==> src/rtl/gpint_pkg.sv <==
package gpint_pkg;
    localparam int REG_AW = 5;

    localparam logic [REG_AW-1:0] OFS_KIND = 5'h00;
    localparam logic [REG_AW-1:0] OFS_POL  = 5'h04;
    localparam logic [REG_AW-1:0] OFS_ACK  = 5'h08;
    localparam logic [REG_AW-1:0] OFS_EN   = 5'h0C;
    localparam logic [REG_AW-1:0] OFS_STAT = 5'h10;
    localparam logic [REG_AW-1:0] OFS_DBNC = 5'h18;
endpackage

==> src/rtl/gpint_regs.sv <==
module gpint_regs
    import gpint_pkg::*;
#(
    parameter int N_LINES = 8
) (
    input  logic               clk,
    input  logic               rst_n,
    input  logic               bus_we,
    input  logic [REG_AW-1:0]  bus_addr,
    input  logic [N_LINES-1:0] bus_wdata,
    output logic [N_LINES-1:0] bus_rdata,
    input  logic [N_LINES-1:0] status,
    output logic [N_LINES-1:0] kind,
    output logic [N_LINES-1:0] pol,
    output logic [N_LINES-1:0] en,
    output logic [N_LINES-1:0] dbnc,
    output logic               ack_we,
    output logic [N_LINES-1:0] ack_mask,
    output logic               cfg_chg
);
    typedef struct packed {
        logic [N_LINES-1:0] kind;
        logic [N_LINES-1:0] pol;
        logic [N_LINES-1:0] en;
        logic [N_LINES-1:0] dbnc;
    } cfg_t;

    cfg_t cfg_d, cfg_q;

    always_comb begin
        cfg_d   = cfg_q;
        ack_we  = 1'b0;
        cfg_chg = 1'b0;
        if (bus_we) begin
            case (bus_addr)
                OFS_KIND: begin cfg_d.kind = bus_wdata; cfg_chg = 1'b1; end
                OFS_POL:  begin cfg_d.pol  = bus_wdata; cfg_chg = 1'b1; end
                OFS_ACK:  ack_we = 1'b1;
                OFS_EN:   cfg_d.en   = bus_wdata;
                OFS_DBNC: cfg_d.dbnc = bus_wdata;
                default:  ;
            endcase
        end
        case (bus_addr)
            OFS_KIND: bus_rdata = cfg_q.kind;
            OFS_POL:  bus_rdata = cfg_q.pol;
            OFS_EN:   bus_rdata = cfg_q.en;
            OFS_STAT: bus_rdata = status;
            OFS_DBNC: bus_rdata = cfg_q.dbnc;
            default:  bus_rdata = '0;
        endcase
    end

    always_ff @(posedge clk or negedge rst_n) begin
        if (!rst_n) cfg_q <= '0;
        else        cfg_q <= cfg_d;
    end

    assign kind     = cfg_q.kind;
    assign pol      = cfg_q.pol;
    assign en       = cfg_q.en;
    assign dbnc     = cfg_q.dbnc;
    assign ack_mask = bus_wdata;

    // an enable write lands in the register on the next edge
    a_r11_enable_write: assert property (@(posedge clk) disable iff (!rst_n)
        (bus_we && bus_addr == OFS_EN) |=> (en == $past(bus_wdata)));

    // the acknowledge offset never alters configuration
    a_r4_ack_keeps_cfg: assert property (@(posedge clk) disable iff (!rst_n)
        (bus_we && bus_addr == OFS_ACK) |=> ($stable(kind) && $stable(pol) && $stable(en)));
endmodule

==> src/rtl/gpint_filter.sv <==
module gpint_filter #(
    parameter int N_LINES     = 8,
    parameter int SYNC_STAGES = 2
) (
    input  logic               clk,
    input  logic               rst_n,
    input  logic [N_LINES-1:0] pins,
    input  logic               tick,
    input  logic [N_LINES-1:0] dbnc,
    output logic [N_LINES-1:0] filt
);
    typedef struct packed {
        logic [SYNC_STAGES-1:0][N_LINES-1:0] sync;
        logic [N_LINES-1:0]                  filt;
        logic [N_LINES-1:0]                  seen;
    } flt_t;

    flt_t f_d, f_q;
    logic [N_LINES-1:0] smp;

    assign smp = f_q.sync[SYNC_STAGES-1];

    always_comb begin
        f_d = f_q;
        f_d.sync[0] = pins;
        for (int k = 1; k < SYNC_STAGES; k++) f_d.sync[k] = f_q.sync[k-1];
        for (int i = 0; i < N_LINES; i++) begin
            if (!dbnc[i]) begin
                f_d.filt[i] = smp[i];
                f_d.seen[i] = 1'b0;
            end else if (tick) begin
                if (smp[i] != f_q.filt[i]) begin
                    if (f_q.seen[i]) begin
                        f_d.filt[i] = smp[i];
                        f_d.seen[i] = 1'b0;
                    end else begin
                        f_d.seen[i] = 1'b1;
                    end
                end else begin
                    f_d.seen[i] = 1'b0;
                end
            end
        end
    end

    always_ff @(posedge clk or negedge rst_n) begin
        if (!rst_n) f_q <= '0;
        else        f_q <= f_d;
    end

    assign filt = f_q.filt;

    // undebounced lines copy the last synchronizer stage one edge later
    a_r9_passthrough: assert property (@(posedge clk) disable iff (!rst_n)
        ((f_q.filt ^ $past(smp)) & ~$past(dbnc)) == '0);

    // debounced lines hold between ticks
    a_r8_hold_no_tick: assert property (@(posedge clk) disable iff (!rst_n)
        !tick |=> (((f_q.filt ^ $past(f_q.filt)) & $past(dbnc)) == '0));

    // a debounced change needs an earlier disagreeing sample
    a_r8_needs_two: assert property (@(posedge clk) disable iff (!rst_n)
        ((f_q.filt ^ $past(f_q.filt)) & $past(dbnc) & ~$past(f_q.seen)) == '0);
endmodule

==> src/rtl/gpint_detect.sv <==
module gpint_detect #(
    parameter int N_LINES = 8
) (
    input  logic               clk,
    input  logic               rst_n,
    input  logic [N_LINES-1:0] filt,
    input  logic [N_LINES-1:0] kind,
    input  logic [N_LINES-1:0] pol,
    input  logic [N_LINES-1:0] en,
    input  logic               ack_we,
    input  logic [N_LINES-1:0] ack_mask,
    input  logic               cfg_chg,
    output logic [N_LINES-1:0] status
);
    typedef struct packed {
        logic [N_LINES-1:0] prev;
        logic [N_LINES-1:0] lat;
    } det_t;

    det_t d_d, d_q;
    logic [N_LINES-1:0] rise, fall, hit;

    always_comb begin
        rise = filt & ~d_q.prev;
        fall = ~filt & d_q.prev;
        hit  = en & kind & ((pol & rise) | (~pol & fall));
        d_d      = d_q;
        d_d.prev = filt;
        if (ack_we)  d_d.lat = d_d.lat & ~ack_mask;
        if (cfg_chg) d_d.lat = d_d.lat & en;
        d_d.lat = d_d.lat | hit;
    end

    always_ff @(posedge clk or negedge rst_n) begin
        if (!rst_n) d_q <= '0;
        else        d_q <= d_d;
    end

    assign status = en & ((kind & d_q.lat) | (~kind & ~(filt ^ pol)));

    // no edge is captured on a line that was disabled
    a_r6_no_capture_off: assert property (@(posedge clk) disable iff (!rst_n)
        (d_q.lat & ~$past(d_q.lat) & ~$past(en)) == '0);

    // acknowledged lines are clear unless a fresh edge arrived
    a_r4_ack_clears: assert property (@(posedge clk) disable iff (!rst_n)
        ack_we |=> ((d_q.lat & $past(ack_mask & ~hit)) == '0));

    // a mode write empties the pending edges of disabled lines
    a_r7_stale_dropped: assert property (@(posedge clk) disable iff (!rst_n)
        cfg_chg |=> ((d_q.lat & ~$past(en)) == '0));
endmodule

==> src/rtl/gpio_irq_unit.sv <==
module gpio_irq_unit
    import gpint_pkg::*;
#(
    parameter int N_LINES     = 8,
    parameter int SYNC_STAGES = 2
) (
    input  logic               clk,
    input  logic               rst_n,
    input  logic               bus_we,
    input  logic [REG_AW-1:0]  bus_addr,
    input  logic [N_LINES-1:0] bus_wdata,
    output logic [N_LINES-1:0] bus_rdata,
    input  logic [N_LINES-1:0] pins,
    input  logic               dbnc_tick,
    output logic [N_LINES-1:0] irq_line,
    output logic               irq_any
);
    logic [N_LINES-1:0] kind, pol, en, dbnc, ack_mask, filt, status;
    logic               ack_we, cfg_chg;

    gpint_regs #(.N_LINES(N_LINES)) u_regs (
        .clk(clk), .rst_n(rst_n), .bus_we(bus_we), .bus_addr(bus_addr),
        .bus_wdata(bus_wdata), .bus_rdata(bus_rdata), .status(status),
        .kind(kind), .pol(pol), .en(en), .dbnc(dbnc),
        .ack_we(ack_we), .ack_mask(ack_mask), .cfg_chg(cfg_chg)
    );

    gpint_filter #(.N_LINES(N_LINES), .SYNC_STAGES(SYNC_STAGES)) u_filter (
        .clk(clk), .rst_n(rst_n), .pins(pins), .tick(dbnc_tick),
        .dbnc(dbnc), .filt(filt)
    );

    gpint_detect #(.N_LINES(N_LINES)) u_detect (
        .clk(clk), .rst_n(rst_n), .filt(filt), .kind(kind), .pol(pol),
        .en(en), .ack_we(ack_we), .ack_mask(ack_mask), .cfg_chg(cfg_chg),
        .status(status)
    );

    assign irq_line = status;
    assign irq_any  = |status;

    // a request on an output always belongs to an enabled line
    a_r10_line_enabled: assert property (@(posedge clk) disable iff (!rst_n)
        (irq_line & ~en) == '0);

    // level-mode requests are untouched by an acknowledge write
    a_r5_level_ignores_ack: assert property (@(posedge clk) disable iff (!rst_n)
        (ack_we && $stable(filt) && !cfg_chg) |=> ((($past(irq_line) ^ irq_line) & ~kind & $past(~kind) & $past(en) & en) == '0));
endmodule

==> config.mk <==
export PLATFORM = sky130hd
export DESIGN_NAME = gpio_irq_unit
export DESIGN_NICKNAME = d
export VERILOG_FILES = /design/src/rtl/gpint_pkg.sv /design/src/rtl/gpint_regs.sv /design/src/rtl/gpint_filter.sv /design/src/rtl/gpint_detect.sv /design/src/rtl/gpio_irq_unit.sv
export SDC_FILE = /design/constraint.sdc
export NUM_CORES = 1
export LEC_CHECK = 0
export CORE_ASPECT_RATIO = 1.25
export CORE_MARGIN = 4
export CORE_UTILIZATION = 45
export CTS_CLUSTER_SIZE = 24
export DETAILED_ROUTE_END_ITERATION = 10
export DONT_BUFFER_PORTS = 1
export SYNTH_ARGS = -nofsm -noshare
export SYNTH_HDL_FRONTEND = slang
export SYNTH_SLANG_ARGS = --single-unit
==> constraint.sdc <==
create_clock -name clk -period 2.06 [get_ports clk]
set_input_delay 0.206 -clock clk [delete_from_list [all_inputs] [get_ports clk]]
set_output_delay 0.206 -clock clk [all_outputs]
set_load 0.1 [all_outputs]
# After elaboration in Yosys (flattened, before gate mapping)
# Cells that the tools add are included.
dict set report totals {
  register_bits 80
  latchBits 0
  ram_bits 0
  romBits 0
  input_bits 25
  out_inout_bits 17
  word_cells 168
  n_memories 0
}
dict set report op_classes {
  add_sub_neg 0
  multipliers 0
  div 0
  order_cmp 0
  n_eq_ne 37
  shifts 0
  mux 71
  bitwise_logic 21
  n_reduce_logical 15
}
# cell count
set op_table {}
lappend op_table {{$and 8x8->8} 11}
lappend op_table {{$mux 1} 68}
lappend op_table {{$not 8->8} 6}
lappend op_table {{$pmux 8 s5} 1}
lappend op_table {{$ne 2x1->1 const B} 16}
lappend op_table {{$or 8x8->8} 3}
lappend op_table {{$reduce_and 3->1} 8}
lappend op_table {{$mux 8} 2}
lappend op_table {{$ne 2x2->1 const B} 8}
lappend op_table {{$eq 5x4->1 const B} 2}
lappend op_table {{$eq 5x5->1 const B} 2}
lappend op_table {{$ne 1x1->1} 8}
lappend op_table {{$reduce_and 2->1} 4}
lappend op_table {{$reduce_or 8->1} 1}
lappend op_table {{$xor 8x8->8} 1}
lappend op_table {{$eq 5x3->1 const B} 1}
lappend op_table {{$logic_not 5->1} 1}
lappend op_table {{$reduce_or 2->1} 1}

# Longest topological paths before layout
dict set report depth {
  depth_word 7
  depth_mapped 5
  ltp_nobuf 4
}

# Modules after synthesis
# Synthesis repeated with hierarchy kept, for this count alone.
dict set report hier_totals {
  cells_unflattened 314
  area_unflattened_um2 3871.2
}
# mod n_inst cells_each area_each_um2 seq_area_each_um2
set modules_own_cells {}
lappend modules_own_cells {gpint_regs 1 124 1659.1 800.8}
lappend modules_own_cells {gpint_filter 1 90 1290.0 800.8}
lappend modules_own_cells {gpint_detect 1 97 905.9 400.4}
lappend modules_own_cells {gpio_irq_unit 1 3 16.3 0.0}

# Least setup slack after synthesis
# No wires, ideal clock.
dict set report synth_timing {
  path_type {reg-to-output}
  start {register u_filter.f_q (netlist bit u_filter.filt[0])}
  end {output port bus_rdata[0]}
  arrival_ps 3922
  required_time_ps 1854
  slack_ps -2068
  path_stages_with_launch 4
  n_path_buf 0
  cell_sequence {dfrtp_1 xor2_1 o21ai_0 a221o_1}
}
dict set report synth_via {
  elab_chain_len 6
}
# element line
set synth_lines {}
lappend synth_lines {{start, declared} gpint_filter.sv:18} ;# flt_t f_d, f_q;
lappend synth_lines {{start signal, assigned} gpint_filter.sv:47} ;# if (!rst_n) f_q <= '0;
lappend synth_lines {{start signal, assigned} gpint_filter.sv:48} ;# else f_q <= f_d;
lappend synth_lines {{$xor 8x8->8} gpint_detect.sv:39} ;# assign status = en & ((kind & d_q.lat) | (~kind & ~(filt ^ pol)));
lappend synth_lines {{$not 8->8} gpint_detect.sv:39}
lappend synth_lines {{$and 8x8->8} gpint_detect.sv:39}
lappend synth_lines {{$or 8x8->8} gpint_detect.sv:39}
lappend synth_lines {{$and 8x8->8} gpint_detect.sv:39}
lappend synth_lines {{via irq_line[0]} gpio_irq_unit.sv:15} ;# output logic [N_LINES-1:0] irq_line,
lappend synth_lines {{$pmux 8 s5} gpint_regs.sv:44} ;# case (bus_addr)
lappend synth_lines {{end, declared} gpio_irq_unit.sv:12} ;# output logic [N_LINES-1:0] bus_rdata,
# The timed path passes the listed nets, and every way through them passes these cells.

# Final worst setup path
dict set report layout_timing {
  start {register u_filter.f_q (netlist bit u_filter.filt[3])}
  end {output port bus_rdata[3]}
}
dict set report layout_via {
  elab_chain_len 6
}
# element line
set layout_lines {}
lappend layout_lines {{$xor 8x8->8} gpint_detect.sv:39}
lappend layout_lines {{$not 8->8} gpint_detect.sv:39}
lappend layout_lines {{$and 8x8->8} gpint_detect.sv:39}
lappend layout_lines {{$or 8x8->8} gpint_detect.sv:39}
lappend layout_lines {{$and 8x8->8} gpint_detect.sv:39}
lappend layout_lines {{$pmux 8 s5} gpint_regs.sv:44}
# Every way passes these cells.

==> results.md <==
* Outcome: finished with violations
* GRT Overall Usage at 0.189
* Vias in the first global route at 2767
* WHS at -0.460 ns
* Initial Util at 0.464
* CTS H-tree depth at 3
* Max Buffers Root-to-Sink at 2
* Critical Path Source Type: flop
* Worst r2r src: u_regs.pol[5]
* Fillers at 653
* Cells after Synth at 348
* Pwr Total at 4.81 mW
* MaxCap Viol Count at 0
* FF-to-FF setup slack at 1.00 ns
* R2r endpoint: u_detect.d_q[5]
* Switching part of the total at 0.341
* Yosys Warn Count at 0
* Skew-Pair Late Insertion Delay at 0.36 ns
* Tcrit/Tclk final at 0.960
* Sequential cell area at 0.00201 mm^2
* Tightest Pin Transition at 0.562 ns
* DRC Markers at 0
* Crit path capture type: primary output
* Syn nets at 373
* DRT iter0 DRCs at 139
* Clock Tree Root: clkbuf_8
* # nets final at 419
* Critical Path End: bus_rdata[3]
* Finished Layout Cells at 494
* Antenna diode count at 0
* # rows at 36
* Crit Path Category: flop to primary output
* Syn-to-layout area delta at 28.3%
* Fmax achieved at 506 MHz
* WL/cell at 17.0 um
* Netlist cell types at 30
* CP required at 1.85 ns
* Failing checks: negative hold slack
* Maximum number of pins on one net before global-route repair at 81
* Synth Flop Type: dfrtp_1
* Final antenna-violating net count at 0
* Int Power at 3.17 mW
* Core area at 0.00788 mm^2
* Vias per inst at 5.63
* Maximum vdd drop at 0.000932 V
* Clk slew on worst S/H paths at 0.08 ns
* Post-CTS Hold Buffers at 16
* Final GP Congestion at 0.817
* Area of the multi-input gates at 0.00183 mm^2
* Met1 usage in global routing at 0.263
* Ys async rst share at 1.00
* TritonCTS Buffers at 9
* Reg2reg path depth at 4
* Die Area at 0.00965 mm^2
* CTS tree: done
* IO buf count at 0
* Cell Pwr Density at 1020 mW/mm^2
* Seq/Total Area, Yosys at 0.547
* Min Tclk post-route at 1.98 ns
* Avg Cell Area, Syn at 10.5 um^2
* # setup viols final at 0
* Sequential group share of total power at 0.444
* Psw at 1.64 mW
* Synthesized area at 0.00366 mm^2
* Clock Power Share at 0.284
* RSZ-0062 raised after global routing: no
* GR Layer Usage met3 at 0.0302
* Gate power share at 0.272
* Worst Skew at 0.00883 ns
* Crit path launch: u_filter.filt[3]
* Worst Hold Class: primary input to async pin
* Dpl cells at 462
* DRT Pass-1 Iters at 4
* Die height at 109 um
* Slew Limit Fails at 0
* Initial antenna violation count at 0
* Leak Pwr at 2.05 nW
* Global route overflow at 0
* Global-route wire length before repair at 13700 um
* CP max FO at 6
* Post-synth EDFFs at 0
* Hold Fails Final Rpt at 80
* Worst slew margin at 0.625
* FF+latch count, synth at 80
* Chip Width at 88.7 um
* CTS Sinks at 80
* Busiest grt layer: met2
* HPWL Detailed at 5770 um
* # IOs at 42
* Final WL at 8420 um
* Global routing usage on met2 at 0.295
* Share of cells above drive strength 1 at 0.248
* Critical Path AT at 1.77 ns
* Via count at 2783
## power groups by stage
stage	clock [mW]	sequential (mW)	combinational (mW)
floorplan	0	2.08	0.995
global placement	0	2.14	1.22
detailed placement	0	2.15	1.25
CTS	1.39	2.12	1.30
global route	1.46	2.19	1.39
finish	1.36	2.14	1.31
## layout make-up
cell class                      instances  area share
Clock buffer                            9      0.0264
Clock inverter                          7      0.0234
Inverter                                6     0.00480
Multi-Input combinational cell        253       0.390
Sequential cell                        80       0.427
Tap cell                               95      0.0253
Timing Repair Buffer                   44       0.103
## per-stage QoR
| stage | setup WS [ns] | cell area [um^2] | hold slack (ns) | setup TNS [ns] | utilization |
|---|---|---|---|---|---|
| global placement | 0.219 | 4230 | -0.0870 | 0 | 0.537 |
| global route | 0.00210 | 4700 | -0.482 | 0 | 0.596 |
| CTS | 0.0122 | 4640 | -0.471 | 0 | 0.589 |
| detailed placement | 0.222 | 4230 | -0.0865 | 0 | 0.537 |
| floorplan | -0.00366 | 3830 | -0.0896 | -0.00366 | - |
| finish | 0.0818 | 4700 | -0.460 | 0 | 0.596 |
## how the worst min path moves through the flow
stage	to	slack (ns)	cells after the start
after floorplan	u_detect.d_q[0]	-0.09	0
after global placement	u_filter.smp[6]	-0.09	0
after detailed placement	u_filter.smp[6]	-0.09	0
after CTS	u_regs.dbnc[4]	-0.47	0
after global routing	u_filter.f_d[30]	-0.48	0
final	u_filter.f_d[30]	-0.46	0
## placed cells by master, fill, tap and decap left out, drive strengths merged
| master | instances |
|---|---|
| a32oi | 1 |
| o22ai | 7 |
| and3 | 1 |
| a21boi | 8 |
| nand3b | 8 |
| nand2b | 23 |
| buf | 28 |
| nor3 | 1 |
| nor4b | 1 |
| dfrtp | 80 |
| clkbuf | 9 |
| a21oi | 7 |
| o21ai | 33 |
| nor2 | 13 |
| mux2 | 22 |
| a221o | 8 |
| dlygate4sd3 | 16 |
| nor4 | 2 |
| xor2 | 16 |
| clkinv | 4 |
| nor3b | 1 |
| inv | 6 |
| bufinv | 3 |
| nand2 | 48 |
| nand4 | 1 |
| nor2b | 1 |
| nand3 | 50 |
| o211ai | 1 |
## critical path: stages, from the launching register on
cell and delay (ns):
dfrtp_1 0.47, xor2_2 0.23, o21ai_4 0.12, a221o_4 0.42, buf_12 0.17
## registers in the layout (all words and copies together), names as in the netlist
register and flops:
u_filter.f_q 8, u_regs.pol 8, u_filter.smp 8, u_detect.d_q 16, u_regs.en 8, u_filter.f_d 8
u_filter.filt 8, u_regs.kind 8, u_regs.dbnc 8
## metal layers
metal | vias to the layer above | share of wire
li1 | 1313 | -
met1 | 1389 | 0.45
met2 | 71 | 0.48
met3 | 10 | 0.059
met4 | 0 | 0.016
met5 | - | 0
## synth_stat cells, types with 2 or more instances
master	n	share of area
a21boi_0	8	0.016
a21oi_1	7	0.0096
a221o_1	8	0.022
clkbuf_1	7	0.0072
dfrtp_1	80	0.55
inv_1	6	0.0062
mux2_2	14	0.043
mux2_4	8	0.033
nand2_1	47	0.048
nand2b_1	23	0.039
nand3_1	50	0.068
nand3b_1	8	0.016
nor2_1	12	0.012
nor4_1	2	0.0034
o21ai_0	32	0.044
o22ai_1	7	0.012
xor2_1	16	0.038
## cells by family after synthesis
family | share of synthesized area
buffers and inverters | 0.0178
AOI/OAI and AO/OA | 0.109
and+or+nand+nor | 0.212
xor gates and xnor gates | 0.0383
DFF | 0.547
muxes | 0.0759
## what timing repair did
item	CTS	global route
gates resized for setup	2	10
buffers inserted	0	0
endpoints found under the hold margin	102	80
setup endpoints to repair	1	5
Note: power is estimated with default switching activity, not from simulation.
